==> src/rtl/gs_pkg.sv <==
package gs_pkg;

  typedef enum logic [3:0] {
    ST_PREPOR   = 4'd0,
    ST_SHDN     = 4'd1,
    ST_LO_ON    = 4'd2,
    ST_BLANK    = 4'd3,
    ST_LG_WAIT  = 4'd4,
    ST_HI_DLY   = 4'd5,
    ST_HI_ON    = 4'd6,
    ST_REL_WAIT = 4'd7,
    ST_LO_DLY   = 4'd8
  } gs_state_e;

  function automatic int unsigned max4(input int unsigned a, input int unsigned b,
                                       input int unsigned c, input int unsigned d);
    int unsigned m;
    m = a;
    if (b > m) m = b;
    if (c > m) m = c;
    if (d > m) m = d;
    return m;
  endfunction

endpackage

==> src/rtl/gs_timer.sv <==
module gs_timer #(
  parameter int CW = 4
) (
  input  logic          clk,
  input  logic          rst_n,
  input  logic          load,
  input  logic [CW-1:0] load_val,
  output logic          zero
);
  logic [CW-1:0] cnt_q;

  always_ff @(posedge clk or negedge rst_n) begin
    if (!rst_n)              cnt_q <= '0;
    else if (load)           cnt_q <= load_val;
    else if (cnt_q != '0)    cnt_q <= cnt_q - 1'b1;
  end

  assign zero = (cnt_q == '0);
endmodule

==> src/rtl/gs_release_arb.sv <==
module gs_release_arb #(
  parameter int CW          = 4,
  parameter int PH_DLY_CYC  = 2,
  parameter int HGP_DLY_CYC = 8
) (
  input  logic          ph_low,
  input  logic          hgp_low,
  output logic          fire,
  output logic [CW-1:0] dly_val
);
  localparam logic [CW-1:0] PH_V  = CW'(PH_DLY_CYC - 1);
  localparam logic [CW-1:0] HGP_V = CW'(HGP_DLY_CYC - 1);

  assign fire = ph_low | hgp_low;

  // The phase path is the faster one and wins a tie.
  always_comb begin
    if (ph_low) dly_val = PH_V;
    else        dly_val = HGP_V;
  end
endmodule

==> src/rtl/gs_fsm.sv <==
module gs_fsm
  import gs_pkg::*;
#(
  parameter int CW         = 4,
  parameter int BLANK_CYC  = 5,
  parameter int HI_DLY_CYC = 4
) (
  input  logic          clk,
  input  logic          rst_n,
  input  logic          pwr_ok,
  input  logic          shdn,
  input  logic          pwm,
  input  logic          lg_low,
  input  logic          rel_fire,
  input  logic [CW-1:0] rel_dly,
  input  logic          tmr_zero,
  output logic          tmr_load,
  output logic [CW-1:0] tmr_val,
  output logic          hi_req,
  output logic          lo_req,
  output gs_state_e     state
);
  localparam logic [CW-1:0] BLANK_V = CW'(BLANK_CYC - 1);
  localparam logic [CW-1:0] HI_V    = CW'(HI_DLY_CYC - 1);

  gs_state_e nxt;

  always_comb begin
    nxt      = state;
    tmr_load = 1'b0;
    tmr_val  = '0;
    if (!pwr_ok) begin
      nxt = ST_PREPOR;
    end else if (shdn) begin
      nxt = ST_SHDN;
    end else begin
      unique case (state)
        ST_PREPOR, ST_SHDN, ST_LO_ON: begin
          if (pwm) begin
            nxt = ST_BLANK; tmr_load = 1'b1; tmr_val = BLANK_V;
          end else if (state != ST_LO_ON) begin
            nxt = ST_REL_WAIT;
          end
        end
        ST_BLANK: begin
          if (!pwm)          nxt = ST_REL_WAIT;
          else if (tmr_zero) nxt = ST_LG_WAIT;
        end
        ST_LG_WAIT: begin
          if (!pwm) begin
            nxt = ST_REL_WAIT;
          end else if (lg_low) begin
            nxt = ST_HI_DLY; tmr_load = 1'b1; tmr_val = HI_V;
          end
        end
        ST_HI_DLY: begin
          if (!pwm)          nxt = ST_REL_WAIT;
          else if (tmr_zero) nxt = ST_HI_ON;
        end
        ST_HI_ON: begin
          if (!pwm) nxt = ST_REL_WAIT;
        end
        ST_REL_WAIT: begin
          if (pwm) begin
            nxt = ST_BLANK; tmr_load = 1'b1; tmr_val = BLANK_V;
          end else if (rel_fire) begin
            nxt = ST_LO_DLY; tmr_load = 1'b1; tmr_val = rel_dly;
          end
        end
        ST_LO_DLY: begin
          if (pwm) begin
            nxt = ST_BLANK; tmr_load = 1'b1; tmr_val = BLANK_V;
          end else if (tmr_zero) begin
            nxt = ST_LO_ON;
          end
        end
        default: nxt = ST_PREPOR;
      endcase
    end
  end

  always_ff @(posedge clk or negedge rst_n) begin
    if (!rst_n) state <= ST_PREPOR;
    else        state <= nxt;
  end

  assign hi_req = (nxt == ST_HI_ON);
  assign lo_req = (nxt == ST_LO_ON);
endmodule

==> src/rtl/gs_gate_out.sv <==
module gs_gate_out (
  input  logic clk,
  input  logic rst_n,
  input  logic pwr_ok,
  input  logic shdn,
  input  logic hi_req,
  input  logic lo_req,
  output logic hi_en,
  output logic lo_en
);
  logic allow;
  assign allow = pwr_ok & ~shdn;

  // Second guard: a request is dropped if both ask at once.
  always_ff @(posedge clk or negedge rst_n) begin
    if (!rst_n) begin
      hi_en <= 1'b0;
      lo_en <= 1'b0;
    end else begin
      hi_en <= allow & hi_req & ~lo_req;
      lo_en <= allow & lo_req & ~hi_req;
    end
  end
endmodule

==> src/rtl/gate_seq_top.sv <==
module gate_seq_top
  import gs_pkg::*;
#(
  parameter int BLANK_CYC   = 5,
  parameter int HI_DLY_CYC  = 4,
  parameter int PH_DLY_CYC  = 2,
  parameter int HGP_DLY_CYC = 8
) (
  input  logic       clk,
  input  logic       rst_n,
  input  logic       pwr_ok,
  input  logic       pwm,
  input  logic       shdn,
  input  logic       lg_low,
  input  logic       ph_low,
  input  logic       hgp_low,
  output logic       hi_en,
  output logic       lo_en,
  output logic [3:0] state_o
);
  localparam int MAXD = max4(BLANK_CYC, HI_DLY_CYC, PH_DLY_CYC, HGP_DLY_CYC);
  localparam int CW   = (MAXD < 2) ? 1 : $clog2(MAXD);

  logic          tmr_load, tmr_zero, rel_fire, hi_req, lo_req;
  logic [CW-1:0] tmr_val, rel_dly;
  gs_state_e     st;

  gs_timer #(.CW(CW)) u_timer (
    .clk(clk), .rst_n(rst_n), .load(tmr_load), .load_val(tmr_val), .zero(tmr_zero)
  );

  gs_release_arb #(.CW(CW), .PH_DLY_CYC(PH_DLY_CYC), .HGP_DLY_CYC(HGP_DLY_CYC)) u_arb (
    .ph_low(ph_low), .hgp_low(hgp_low), .fire(rel_fire), .dly_val(rel_dly)
  );

  gs_fsm #(.CW(CW), .BLANK_CYC(BLANK_CYC), .HI_DLY_CYC(HI_DLY_CYC)) u_fsm (
    .clk(clk), .rst_n(rst_n), .pwr_ok(pwr_ok), .shdn(shdn), .pwm(pwm),
    .lg_low(lg_low), .rel_fire(rel_fire), .rel_dly(rel_dly), .tmr_zero(tmr_zero),
    .tmr_load(tmr_load), .tmr_val(tmr_val), .hi_req(hi_req), .lo_req(lo_req),
    .state(st)
  );

  gs_gate_out u_out (
    .clk(clk), .rst_n(rst_n), .pwr_ok(pwr_ok), .shdn(shdn),
    .hi_req(hi_req), .lo_req(lo_req), .hi_en(hi_en), .lo_en(lo_en)
  );

  assign state_o = 4'(st);
endmodule

==> config.mk <==
export PLATFORM = sky130hd
export DESIGN_NAME = gate_seq_top
export DESIGN_NICKNAME = d
export VERILOG_FILES = /design/src/rtl/gs_pkg.sv /design/src/rtl/gs_timer.sv /design/src/rtl/gs_release_arb.sv /design/src/rtl/gs_fsm.sv /design/src/rtl/gs_gate_out.sv /design/src/rtl/gate_seq_top.sv
export SDC_FILE = /design/constraint.sdc
export NUM_CORES = 1
export LEC_CHECK = 0
export BUFFER_PORTS_ARGS = -buffer_cell sky130_fd_sc_hd__buf_4
export CORE_MARGIN = 4
export CORE_UTILIZATION = 48
export CTS_CLUSTER_SIZE = 12
export DETAILED_ROUTE_END_ITERATION = 7
export HOLD_SLACK_MARGIN = 0.03
export PLACE_DENSITY = 0.77
export SKIP_LAST_GASP = 1
export SYNTH_ARGS = -nofsm -noshare
export SYNTH_HDL_FRONTEND = slang
export SYNTH_SLANG_ARGS = --single-unit
==> constraint.sdc <==
create_clock -name clk -period 1.9 [get_ports clk]
set_input_delay 0.57 -clock clk [delete_from_list [all_inputs] [get_ports clk]]
set_output_delay 0.57 -clock clk [all_outputs]
set_load 0.01 [all_outputs]
==> Word level (Yosys, flattened, before mapping) <==
Cells that the tools add are included.
{ "totals": {"regBits": 9, "latchBits": 0, "ram_bits": 0, "mem_bits_ro": 0, "input_bits": 8, "output_inout_bits": 6, "elab_cells": 66, "memories": 0} }
{ "op_classes": {"addsub": 1, "mul": 0, "div_mod_pow": 0, "magnitude_cmp": 0, "eq_ne": 11, "shifts": 0, "muxes": 35, "bitwise": 9, "n_reduce_logical": 6} }
{ "op_table": {"columns": ["cell", "n"], "rows": [
  ["4-bit two-way mux", 15],
  ["4-bit one-hot mux with 7 select lines", 1],
  ["3-bit two-way mux", 9],
  ["4-bit by 3-bit equality test with 1-bit output, second input constant", 5],
  ["4-bit by 2-bit equality test with 1-bit output, second input constant", 3],
  ["3-bit one-hot mux with 3 select lines", 1],
  ["1-bit two-way mux", 7],
  ["1-bit bitwise AND", 5],
  ["4-bit by 1-bit equality test with 1-bit output, second input constant", 1],
  ["4-bit equality test, second input constant", 1],
  ["4-bit logical NOT", 1],
  ["4-bit by 2-bit != test with 1-bit output, second input constant", 1],
  ["4-bit OR reduction", 1],
  ["3-bit logical NOT", 1],
  ["1-bit inverter", 3],
  ["1-bit one-hot mux with 3 select lines", 1],
  ["3-bit nonzero test", 1],
  ["3-bit OR reduction", 1],
  ["3-bit by 1-bit subtractor with 3-bit output, second input constant", 1],
  ["2-bit two-way mux", 1],
  ["2-bit nonzero test", 1],
  ["1-bit OR", 1]
]} }

==> Longest topological paths before layout <==
Gate-level depths: netlist (run 1).
{ "logic_depth": {"word_depth": 9, "mapped_depth": 9, "mapped_depth_nobuf": 8} }

==> By module <==
From an unflattened synthesis (run 1), not the netlist that was laid out.
{ "unflattened": {"hier_cells": 114, "hier_area_um2": 955.9} }
{ "modules_own_cells": {"columns": ["module", "instances", "cells_each", "area_each_um2", "seq_area_each_um2"], "rows": [
  ["gs_fsm", 1, 84, 650.6, 100.1],
  ["gs_timer", 1, 21, 201.4, 75.1],
  ["gs_gate_out", 1, 4, 75.1, 50.0],
  ["gs_release_arb", 1, 5, 28.8, 0.0]
]} }

==> Least setup slack after synthesis (run 1) <==
Ideal clock, no wire load.
{ "synth_path": {"kind": "register to register", "startpoint": "reg u_timer.cnt_q[0]", "endpoint": "reg u_out.lo_en", "setup_ns": 0.142, "arrival_ns": 1.667, "required_time_ns": 1.758, "setup_slack_ns": 0.091, "path_stages_with_launch": 9, "path_buffers": 1, "synth_period_minus_slack_ns": 1.809, "cell_sequence": "dfrtp_1 inv_1 ha_1 ha_1 clkbuf_1 o21ai_0 nand2_1 a221oi_1 nor4b_1"} }
{ "synth_between": {"elab_chain_len": 9, "word_cells_on_any_way": 15, "classes_between": "eq/ne: 2; mux: 9; bitwise: 3; reduce/logical: 1"} }
{ "synth_rtl": {"columns": ["item", "line", "source"], "rows": [
  ["from (decl)", "gs_timer.sv:10", "logic [CW-1:0] cnt_q;"],
  ["from (signal assigned)", "gs_timer.sv:14", "else if (load) cnt_q <= load_val;"],
  ["from (signal assigned)", "gs_timer.sv:15", "else if (cnt_q != '0) cnt_q <= cnt_q - 1'b1;"],
  ["3-bit logical NOT *", "gs_timer.sv:18", "assign zero = (cnt_q == '0);"],
  ["4-bit two-way mux (on tied branches)", "gs_fsm.sv:73, gs_fsm.sv:47, gs_fsm.sv:58", null],
  ["4-bit two-way mux (on tied branches)", "gs_fsm.sv:71, gs_fsm.sv:46, gs_fsm.sv:57", null],
  ["4-bit one-hot mux with 7 select lines *", "gs_fsm.sv:37", "unique case (state)"],
  ["4-bit two-way mux *", "gs_fsm.sv:34", "end else if (shdn) begin"],
  ["4-bit two-way mux *", "gs_fsm.sv:32", "if (!pwr_ok) begin"],
  ["4-bit by 2-bit equality test with 1-bit output or 4-bit by 3-bit equality test with 1-bit output (tied branches)", "gs_fsm.sv:88, gs_fsm.sv:87", null],
  ["1-bit bitwise AND or 1-bit inverter (tied branches)", "gs_gate_out.sv:21", "lo_en <= allow & lo_req & ~hi_req;"],
  ["1-bit bitwise AND *", "gs_gate_out.sv:21", null],
  ["to (signal assigned)", "gs_gate_out.sv:21", null],
  ["to (decl)", "gs_gate_out.sv:9", "output logic lo_en"]
]} }
Every way passes the cells marked *; elsewhere a longest branch is shown, timed or not.
A chain may end at the register's enable or synchronous reset.

==> Worst setup path after layout (run 1) <==
{ "layout_path": {"startpoint": "reg u_timer.cnt_q[0]", "endpoint": "reg u_out.hi_en"} }
{ "layout_between": {"elab_chain_len": 9, "word_cells_on_any_way": 15, "classes_between": "eq/ne: 2; mux: 9; bitwise: 3; reduce/logical: 1"} }
{ "layout_rtl": {"columns": ["item", "line", "source"], "rows": [
  ["3-bit logical NOT *", "gs_timer.sv:18", null],
  ["4-bit two-way mux (on tied branches)", "gs_fsm.sv:73, gs_fsm.sv:47, gs_fsm.sv:58", null],
  ["4-bit two-way mux (on tied branches)", "gs_fsm.sv:71, gs_fsm.sv:46, gs_fsm.sv:57", null],
  ["4-bit one-hot mux with 7 select lines *", "gs_fsm.sv:37", null],
  ["4-bit two-way mux *", "gs_fsm.sv:34", null],
  ["4-bit two-way mux *", "gs_fsm.sv:32", null],
  ["named net u_fsm.nxt[0]", "gs_fsm.sv:26", "gs_state_e nxt;"],
  ["4-bit by 3-bit equality test with 1-bit output or 4-bit by 2-bit equality test with 1-bit output (tied branches)", "gs_fsm.sv:87, gs_fsm.sv:88", null],
  ["1-bit bitwise AND or 1-bit inverter (tied branches)", "gs_gate_out.sv:20", "hi_en <= allow & hi_req & ~lo_req;"],
  ["1-bit bitwise AND *", "gs_gate_out.sv:20", null],
  ["to (signal assigned)", "gs_gate_out.sv:20", null],
  ["to (decl)", "gs_gate_out.sv:8", "output logic hi_en,"]
]} }
The timed path passes the listed nets; every way through them passes the cells marked *.

==> impl_results.md, run 1 <==
- Worst r2r dst: u_out.hi_en$_DFF_PN0_
- Initial Utilization: 0.514
- Core Area: 1520 µm²
- Leakage: 0.433 nW
- # IOs: 14
- Reg2reg start: u_timer.cnt_q[0]$_DFFE_PN0P_
- CTS hold repair buffers: 0
- Startpoint types: flip-flop
- Multi-input gate area: 493 µm²
- Setup tns final: 0 ps
- Final WL: 1.96 mm
- Commonest non-fill, non-tap cell in the layout: buf_4
- Worst path arrival time: 2000 ps
- Clk buf depth: 2
- Clk_lat worst skew: 260 ps
- CP endpoint kind: flip-flop
- Status: complete, no violations
- Top Layer Used: met3
- Total grt overflow: 0
- Worst setup margin: 77.3 ps
- FMAX: 549 MHz
- Max-Cap Viols: 0
- # clock sinks: 9
- Post-synth ARST share: 1.00
- Die width: 48.4 µm
- DR vias/cell: 6.14
- Clock Tree Root: clkbuf_4
- Distinct cells, synth: 47
- GR Util All Layers: 0.174
- Min Clock Period, post-route: 1820 ps
- Synth Net Count: 103
- Number of global-route vias before repair: 758
- Synthesized cell area: 783 µm²
- Clk slew on worst S/H paths: 70 ps
- CTS tree: done
- Slowest stage cell, crit path: dfrtp_1
- Post-route ant nets: 0
- Worst reg2reg setup slack: 80 ps
- FF+latch area: 225 µm²
- Crit-path max FO: 7
- Register bit total from synthesis: 9
- Power density over the cells: 810 nW/µm²
- Final count of negative-setup-slack endpoints: 0
- H-Tree Depth: 1
- Nets@finish: 124
- Worst min path class: input port to asynchronous set/reset pin
- Critical path cell sequence: inv_1 > ha_1 > ha_2 > nand2_1 > a311oi_1 > o211ai_1 > and2_1 > nor3b_2
- Placer Congestion: 0.884
- Post-synthesis cell count: 93
- Buffers and inverters on the worst path: 1
- Period utilisation layout: 0.959
- Post-synth EDFFs: 0
- Fillcell total: 125
- Register area share after synthesis: 0.288
- WL/cell: 15.2 µm
- Cts bufs inserted: 3
- Commonest non-fill, non-tap cells in the layout: 23 x buf_4, 10 x nand2_1, 9 x dfrtp_1, 7 x inv_1
- Dpl ws: 61.6 ps
- Setup Fix Bufs, Post-CTS: 0
- Worst path top cell family by delay: simple AND/OR/NAND/NOR gates
- Peak per-stage delay on the critical path: 390 ps
- P&R area growth vs syn: 23.0%
- Die height: 48.4 µm
- Global-route wire length before repair: 3.33 mm
- Initial antenna violation count: 0
- Yosys Warn Count: 0
- Worst r2r path cells: 8
- Largest net degree at the start of global routing: 14
- Max-slew headroom: 0.730
- Top_reg_cell synth: dfrtp_1
- Met1 wire length: 905 µm
- Final Skew: 0.384 ps
- Layout cells sized above 1: 0.319
- WP data required: 2080 ps
- Hpwl dp: 1.48 mm
- Peak VDD IR: 0.000677 V
- Final slew viol count: 0
- First-pass DRT Iterations: 5
- Number of port buffers: 13
- Num rows: 14
- Unrepaired setup endpoints after global routing: true
- DR iter-0 viols: 25
- Met3 WL: 111 µm
- Post-CTS sizing: 0
- Mean Syn Cell Area: 8.42 µm²
- DRC Markers: 0
- DIE AREA: 2340 µm²
- Crit Path Class: flip-flop to flip-flop
- Tightest Pin Transition: 402 ps
- Vias: 792
- Fin. Hold Viols: 0
- Met2 WL: 945 µm
- Ant. Diodes: 0
==> flip-flops by register name, summed over array words and instances (netlist names) <==
signal,flops
u_fsm.state,4
u_out.hi_en,1
u_out.lo_en,1
u_timer.cnt_q,3
==> where the power goes <==
group	internal, mW	total [mW]	switching (mW)
Combinational	0.182	0.370	0.188
Clock	0.0811	0.153	0.0714
Sequential	0.234	0.259	0.0249
==> layout make-up <==
cell class	instances	area share
multi-input combinational	70	0.512
clock buffer	4	0.0273
inverter	7	0.0273
sequential	9	0.234
tap	16	0.0208
timing repair buffer	23	0.179
==> synth_stat cells, drive strengths merged (2+ instances only) <==
| cell type | instances | share of area |
|---|---|---|
| xnor2 | 2 | 0.022 |
| nor2 | 6 | 0.029 |
| inv | 7 | 0.034 |
| o31ai | 2 | 0.019 |
| nor3 | 3 | 0.034 |
| o21ai | 6 | 0.043 |
| nor2b | 2 | 0.016 |
| buf | 6 | 0.056 |
| o211ai | 2 | 0.019 |
| nor4 | 2 | 0.016 |
| dfrtp | 9 | 0.29 |
| a21oi | 7 | 0.050 |
| ha | 2 | 0.032 |
| nor3b | 2 | 0.026 |
| nand2 | 10 | 0.048 |
==> worst reg2reg max path, cell delays in order, from the launching register on <==
cell and delay (ps):
dfrtp_1 390, inv_1 60, ha_1 140, ha_2 250, nand2_1 100, a311oi_1 270, o211ai_1 150, and2_1 210
nor3b_2 180
==> worst max-delay path by stage <==
| stage | cells after the start | to | startpoint | slack [ps] |
|---|---|---|---|---|
| after floorplan | 8 | u_out.lo_en$_DFF_PN0_ | u_timer.cnt_q[0]$_DFFE_PN0P_ | 90 |
| after global placement | 8 | u_out.hi_en$_DFF_PN0_ | u_timer.cnt_q[0]$_DFFE_PN0P_ | 50 |
| after detailed placement | 6 | u_fsm.state[1]$_DFF_PN0_ | pwm | 60 |
| after CTS | 8 | u_out.hi_en$_DFF_PN0_ | u_timer.cnt_q[0]$_DFFE_PN0P_ | 40 |
| after global routing | 8 | u_out.hi_en$_DFF_PN0_ | u_timer.cnt_q[0]$_DFFE_PN0P_ | -9 |
| final | 8 | u_out.hi_en$_DFF_PN0_ | u_timer.cnt_q[0]$_DFFE_PN0P_ | 80 |
==> kinds of logic (layout without fill, tap and decap cells) <==
group	after synthesis	count (layout)	share of synthesized area
AND/OR/NAND/NOR	33	33	0.240
multiplexers	1	1	0.0192
buffers and inverters	14	34	0.0942
AO/OA/AOI/OAI	30	30	0.280
flip-flops	9	9	0.288
adder cells (fa/ha/maj)	3	3	0.0463
XOR/XNOR	3	3	0.0336
==> per-stage QoR <==
stage	area [µm²]	instances	util	hold WS, ps	total power, mW
floorplan	783	93	-	274	0.514
global placement	928	125	0.609	401	0.612
detailed placement	928	125	0.609	401	0.620
CTS	955	129	0.626	118	0.774
global route	963	129	0.632	99.8	0.852
finish	963	129	0.632	118	0.781
==> per-layer routing <==
metal,global-route usage,vias up
met4,0.0876,0
met3,0.0337,0
met2,0.267,31
met5,0,-
li1,-,378
met1,0.228,383
Note: power is estimated with default switching activity, not from simulation.
==> run 2: changes to the inputs <==
- PLACE_DENSITY: 0.77 -> default
- PLACE_DENSITY_LB_ADDON: default -> 0.08
==> run 2 against run 1 <==
- global-route usage up 1.3 points
- register-to-register slack better by 20 ps
- utilization up 3.2 points
- sequential share of layout area down 1.1 points
- worst hold slack worse by 15 ps
- maximum frequency up 0.87%
- first-iteration DRC count up 52%
- critical path depth down 3
- via count up 1.3%
- count of clock-buffer cells in the layout unchanged
- non-clock buffer count up 2
- largest cell class unchanged
- highest routed layer is now met4
==> impl_results.md, run 2 (synthesis results as in run 1) <==
- Status: complete, no violations
- Nets@finish: 126 (+1.6%)
- # IOs: 14 (unchanged)
- Setup Fix Bufs, Post-CTS: 0 (unchanged)
- Reg2reg start: u_fsm.state[3]$_DFF_PN0_
- Clk slew on worst S/H paths: 70 ps (about the same)
- Total grt overflow: 0 (unchanged)
- H-Tree Depth: 1 (unchanged)
- Clock Tree Root: clkbuf_4
- Clk buf depth: 2 (unchanged)
- Largest net degree at the start of global routing: 11 (-3)
- First-pass DRT Iterations: 4 (-1)
- DR iter-0 viols: 38 (+52%)
- Slowest stage cell, crit path: and4b_1
- Max-slew headroom: 0.721 (-0.00875)
- Clk_lat worst skew: 280 ps (+20 ps)
- Power density over the cells: 812 nW/µm² (+0.24%)
- Placer Congestion: 0.891 (+0.83%)
- Leakage: 0.451 nW (+4.2%)
- Period utilisation layout: 0.951 (-0.00830)
- Global-route wire length before repair: 3.51 mm (+5.6%)
- Final Skew: 5.95 ps (+5.56 ps)
- Tightest Pin Transition: 415 ps (+13.0 ps)
- DR vias/cell: 6.12 (-0.28%)
- Startpoint types: flip-flop
- Worst r2r dst: u_timer.cnt_q[2]$_DFFE_PN0P_
- Unrepaired setup endpoints after global routing: false
- Critical path cell sequence: and4b_1 > o21ai_2 > a21oi_2 > o2111ai_2 > mux2_4
- Final WL: 2.12 mm (+8.0%)
- Number of global-route vias before repair: 777 (+2.5%)
- Largest regs: u_fsm.state: 4 flops, u_timer.cnt_q: 3 flops
- Fin. Hold Viols: 0 (unchanged)
- Hold Slack: 103 ps (-15.0 ps)
- WP data required: 2060 ps (-20 ps)
- GR Util All Layers: 0.187 (+0.0132)
- # clock sinks: 9 (unchanged)
- Final slew viol count: 0 (unchanged)
- Initial Utilization: 0.514 (unchanged)
- Vias: 802 (+1.3%)
- Top reg by flops: u_fsm.state
- FMAX: 553 MHz (+0.87%)
- DIE AREA: 2340 µm² (unchanged)
- Worst min path class: input port to asynchronous set/reset pin
- Crit Path Class: flip-flop to flip-flop
- Hpwl dp: 1.62 mm (+10%)
- Final count of negative-setup-slack endpoints: 0 (unchanged)
- Die height: 48.4 µm (unchanged)
- CTS hold repair buffers: 0 (unchanged)
- P&R area growth vs syn: 29.2%
- Num rows: 14 (unchanged)
- Layout cells sized above 1: 0.348 (+0.0292)
- Crit-path max FO: 7 (unchanged)
- Peak per-stage delay on the critical path: 520 ps (+130 ps)
- Min Clock Period, post-route: 1810 ps (-15.8 ps)
- Worst reg2reg setup slack: 90 ps (+20 ps)
- Commonest non-fill, non-tap cell in the layout: buf_4
- Worst r2r path cells: 5 (-3)
- DRC Markers: 0 (unchanged)
- Cts bufs inserted: 3 (unchanged)
- CP endpoint kind: flip-flop
- CTS tree: done
- WL/cell: 16.2 µm (+6.3%)
- Number of port buffers: 13 (unchanged)
- Commonest non-fill, non-tap cells in the layout: 24 x buf_4, 10 x nand2_1, 9 x dfrtp_1, 7 x inv_1
- Max-Cap Viols: 0 (unchanged)
- Initial antenna violation count: 0 (unchanged)
- Finished Layout Cells: 131 (+1.6%)
- Power, Total: 822 µW (+5.3%)
- Max reg flops: 4 (unchanged)
- Core Area: 1520 µm² (unchanged)
- Dpl cells: 127 (+1.6%)
- Post-route ant nets: 0 (unchanged)
- Peak VDD IR: 0.000671 V (-0.89%)
- Worst path arrival time: 1970 ps (-30 ps)
- Ant. Diodes: 0 (unchanged)
- Die width: 48.4 µm (unchanged)
run 2: power by group:
| group | switching, mW | internal (mW) |
|---|---|---|
| registers | 0.0209 | 0.233 |
| clock network | 0.0776 | 0.0815 |
| logic | 0.208 | 0.201 |
| total | 0.306 | 0.516 |
run 2: timing repair:
item / in CTS / in global routing
resized for setup: 1 / 4
endpoints found under the hold margin: 0 / 0
setup endpoints to repair: 2 / 2
run 2: how the worst max path moves through the flow:
stage               slack, ps                      endpoint  cells after the start                         start
finish                     90  u_timer.cnt_q[2]$_DFFE_PN0P_                      5      u_fsm.state[3]$_DFF_PN0_
global route               10  u_timer.cnt_q[2]$_DFFE_PN0P_                      5      u_fsm.state[3]$_DFF_PN0_
CTS                        30         u_out.hi_en$_DFF_PN0_                      8  u_timer.cnt_q[0]$_DFFE_PN0P_
detailed placement        -20      u_fsm.state[1]$_DFF_PN0_                      8  u_timer.cnt_q[0]$_DFFE_PN0P_
global placement          100         u_out.lo_en$_DFF_PN0_                      6                           pwm
floorplan                  90         u_out.lo_en$_DFF_PN0_                      8  u_timer.cnt_q[0]$_DFFE_PN0P_
run 2: final cells by class:
| type | count | area (µm²) |
|---|---|---|
| fill | 139 | 512 |
| timing repair buffer | 25 | 200 |
| tap | 16 | 20.0 |
| sequential | 9 | 225 |
| multi-input combinational | 70 | 514 |
| clock buffer | 4 | 26.3 |
| inverter | 7 | 26.3 |
run 2: layer usage:
layer  track usage  up-vias  part of all wire
met5             0        -                 0
met4        0.0553        0             0.018
met3        0.0552        5             0.067
met2         0.317       31              0.50
met1         0.224      383              0.41
li1              -      383                 -
run 2: worst max-delay path, delay by kind of cell (launching register included):
kind / cells / cell delay, ps
flops: 1 / 450
simple gates: 1 / 520
mux: 1 / 330
compound gates: 3 / 400
run 2: through the flow:
step	worst slack [ps]	util	TNS, ps	cell area (µm²)
2_1_floorplan	90.8	-	0	783
3_3_place_gp	95.1	0.627	0	956
3_5_place_dp	-18.6	0.627	-25.3	956
4_1_cts	31.1	0.649	0	988
5_1_grt	10.0	0.664	0	1010
6_report	93.1	0.664	0	1010
==> run 3: changes to the inputs <==
- BUFFER_PORTS_ARGS: -buffer_cell sky130_fd_sc_hd__buf_4 -> default
- CORE_UTILIZATION: 48 -> 58
- CTS_BUF_LIST: default -> sky130_fd_sc_hd__clkbuf_4
- DONT_BUFFER_PORTS: default -> 1
==> run 3 against run 2 <==
- maximum frequency down 2.9%
- highest routed layer unchanged
- utilization up 11 points
- sequential share of layout area up 2.3 points
- critical path type unchanged
- largest cell class unchanged
- worst setup slack worse by 53 ps
- routed wire length down 3.6%
- power down 2.1%
- cell area down 9.3%
- global-route usage up 2.9 points
- die area down 14%
==> impl_results.md, run 3 (synthesis results as in run 1) <==
- Commonest non-fill, non-tap cell in the layout: buf_4
- Max-slew headroom: 0.723 (+0.00123)
- Fin. Hold Viols: 0 (unchanged)
- FMAX: 538 MHz (-2.9%)
- Tightest Pin Transition: 415 ps (-0.0165 ps)
- DR vias/cell: 6.70 (+9.5%)
- Met3 WL: 216 µm (+53%)
- Peak VDD IR: 0.000759 V (+13%)
- Gate power share: 0.473 (-0.024)
- DRC Markers: 0 (unchanged)
- Startpoint types: flip-flop
- H-Tree Depth: 1 (unchanged)
- Final Skew: 5.30 ps (-0.646 ps)
- Commonest non-fill, non-tap cells in the layout: 13 x buf_4, 10 x nand2_1, 9 x dfrtp_1, 7 x inv_1, 6 x nor2_1
- Top Layer Used: met4
- Initial Utilization: 0.660 (+0.146)
- Total grt overflow: 0 (unchanged)
- Power density over the cells: 877 nW/µm² (+7.9%)
- Cts bufs inserted: 3 (unchanged)
- Max-Cap Viols: 0 (unchanged)
- Met1 wire length: 841 µm (-4.2%)
- Final instance area: 918 µm² (-9.3%)
- Clk pwr share: 0.204 (+0.011)
- Status: complete, no violations
- Vias: 791 (-1.4%)
- Initial antenna violation count: 0 (unchanged)
- Placed inst area: 851 µm² (-11%)
- Layout cells sized above 1: 0.279 (-0.0690)
- Worst min path class: input port to flip-flop
- Final slew viol count: 0 (unchanged)
- Power, Total: 805 µW (-2.1%)
- CTS tree: done
- CP endpoint kind: flip-flop
- P_int: 514 µW (-0.31%)
- Worst reg2reg setup slack: 40 ps (-50 ps)
- GR Util All Layers: 0.216 (+0.0287)
- Largest regs: u_fsm.state: 4 flops, u_timer.cnt_q: 3 flops
- Final core occ: 0.774 (+0.110)
- Final WL: 2.04 mm (-3.6%)
- Leakage: 0.394 nW (-13%)
- Die height: 44.8 µm (-7.5%)
- Core Area: 1190 µm² (-22%)
- Number of global-route vias before repair: 724 (-6.8%)
- DR iter-0 viols: 46 (+21%)
- Crit Path Class: flip-flop to flip-flop
- Hold Slack: 414 ps (+311 ps)
- WL/cell: 17.3 µm (+7.0%)
- Placer Congestion: 0.925 (+3.8%)
- Part of the power in registers: 0.323 (+0.014)
- FF+latch area: 225 µm² (unchanged)
- WP data required: 2040 ps (-20 ps)
- Clk_lat worst skew: 260 ps (-20 ps)
- First-pass DRT Iterations: 4 (unchanged)
- Clk buf depth: 2 (unchanged)
- Crit-path max FO: 6 (-1)
- Multi-input gate area: 512 µm² (-0.49%)
- Clk slew on worst S/H paths: 60 ps (about the same)
- # IOs: 14 (unchanged)
- Post-route ant nets: 0 (unchanged)
- Top reg by flops: u_fsm.state
- Global-route wire length before repair: 3.17 mm (-9.6%)
- Met2 WL: 938 µm (-11%)
- Psw: 291 µW (-5.1%)
- Sw frac: 0.361 (-0.0114)
- Worst path arrival time: 2000 ps (+30 ps)
- Clock Tree Root: clkbuf_4
- Final count of negative-setup-slack endpoints: 0 (unchanged)
- Max reg flops: 4 (unchanged)
- Hpwl dp: 1.53 mm (-5.5%)
- Largest net degree at the start of global routing: 17 (+6)
- Num rows: 12 (-2)
- Dpl ws: 63.3 ps (+81.9 ps)
- P&R area growth vs syn: 17.3%
- Nets@finish: 115 (-8.7%)
- # clock sinks: 9 (unchanged)
- Fillcell total: 87 (-37%)
- Worst setup margin: 40.0 ps (-53.1 ps)
- Ant. Diodes: 0 (unchanged)
- Die width: 44.8 µm (-7.5%)
- Min Clock Period, post-route: 1860 ps (+53.1 ps)
- Number of port buffers: 0 (-13)
- DIE AREA: 2000 µm² (-14%)
- Period utilisation layout: 0.979 (+0.0279)
run 3: changes by cell type in the layout (fill, tap and decap cells not counted), sizes merged:
cell         delta
buf            -12
dlygate4sd3     +1
run 3: critical path, stage by stage (launching register included):
cell and delay, ps:
dfrtp_1 390, inv_1 60, ha_1 180, ha_4 180, nand2_1 80, a311oi_1 280
o211ai_1 180, nor4b_1 390
run 3: routing by layer:
layer / up-vias / track usage
li1: 365 / -
met1: 362 / 0.283
met2: 58 / 0.330
met3: 6 / 0.0677
met4: 0 / 0.0783
met5: - / 0
run 3: final timing paths:
kind                                                   start  cells after the start                      endpoint
worst max-delay path            u_timer.cnt_q[1]$_DFFE_PN0P_                      7         u_out.lo_en$_DFF_PN0_
worst min-delay path                                     pwm                      1  u_timer.cnt_q[0]$_DFFE_PN0P_
worst max register to register  u_timer.cnt_q[1]$_DFFE_PN0P_                      7         u_out.lo_en$_DFF_PN0_
worst min register to register  u_timer.cnt_q[1]$_DFFE_PN0P_                      2  u_timer.cnt_q[1]$_DFFE_PN0P_
max in group asynchronous                              rst_n                      1      u_fsm.state[3]$_DFF_PN0_
min in group asynchronous                              rst_n                      1         u_out.lo_en$_DFF_PN0_
run 3: area by class of cell:
class	count	area share
multi-input cells	70	0.557
flip-flops and latches	9	0.245
repair buffers	14	0.117
clock buffers	4	0.0327
inverters	7	0.0286
well taps	14	0.0191
run 3: what timing repair did:
action	CTS	global route
setup buffers	0	0
setup endpoints to repair	0	3
hold buffers	1	0
hold endpoints to repair	9	0
gates resized for setup	0	5
run 3: power by group through the flow:
| stage | registers (mW) | logic [mW] | clock network [mW] |
|---|---|---|---|
| global route | 0.264 | 0.423 | 0.177 |
| finish | 0.260 | 0.381 | 0.164 |
| CTS | 0.258 | 0.344 | 0.167 |
| detailed placement | 0.262 | 0.338 | 0 |
| global placement | 0.260 | 0.331 | 0 |
| floorplan | 0.261 | 0.254 | 0 |
run 3: metrics by stage:
step / instances / TNS [ps]
after floorplan: 93 / 0
after global placement: 113 / 0
after detailed placement: 113 / 0
after CTS: 118 / 0
after global routing: 118 / -84.3
final: 118 / 0
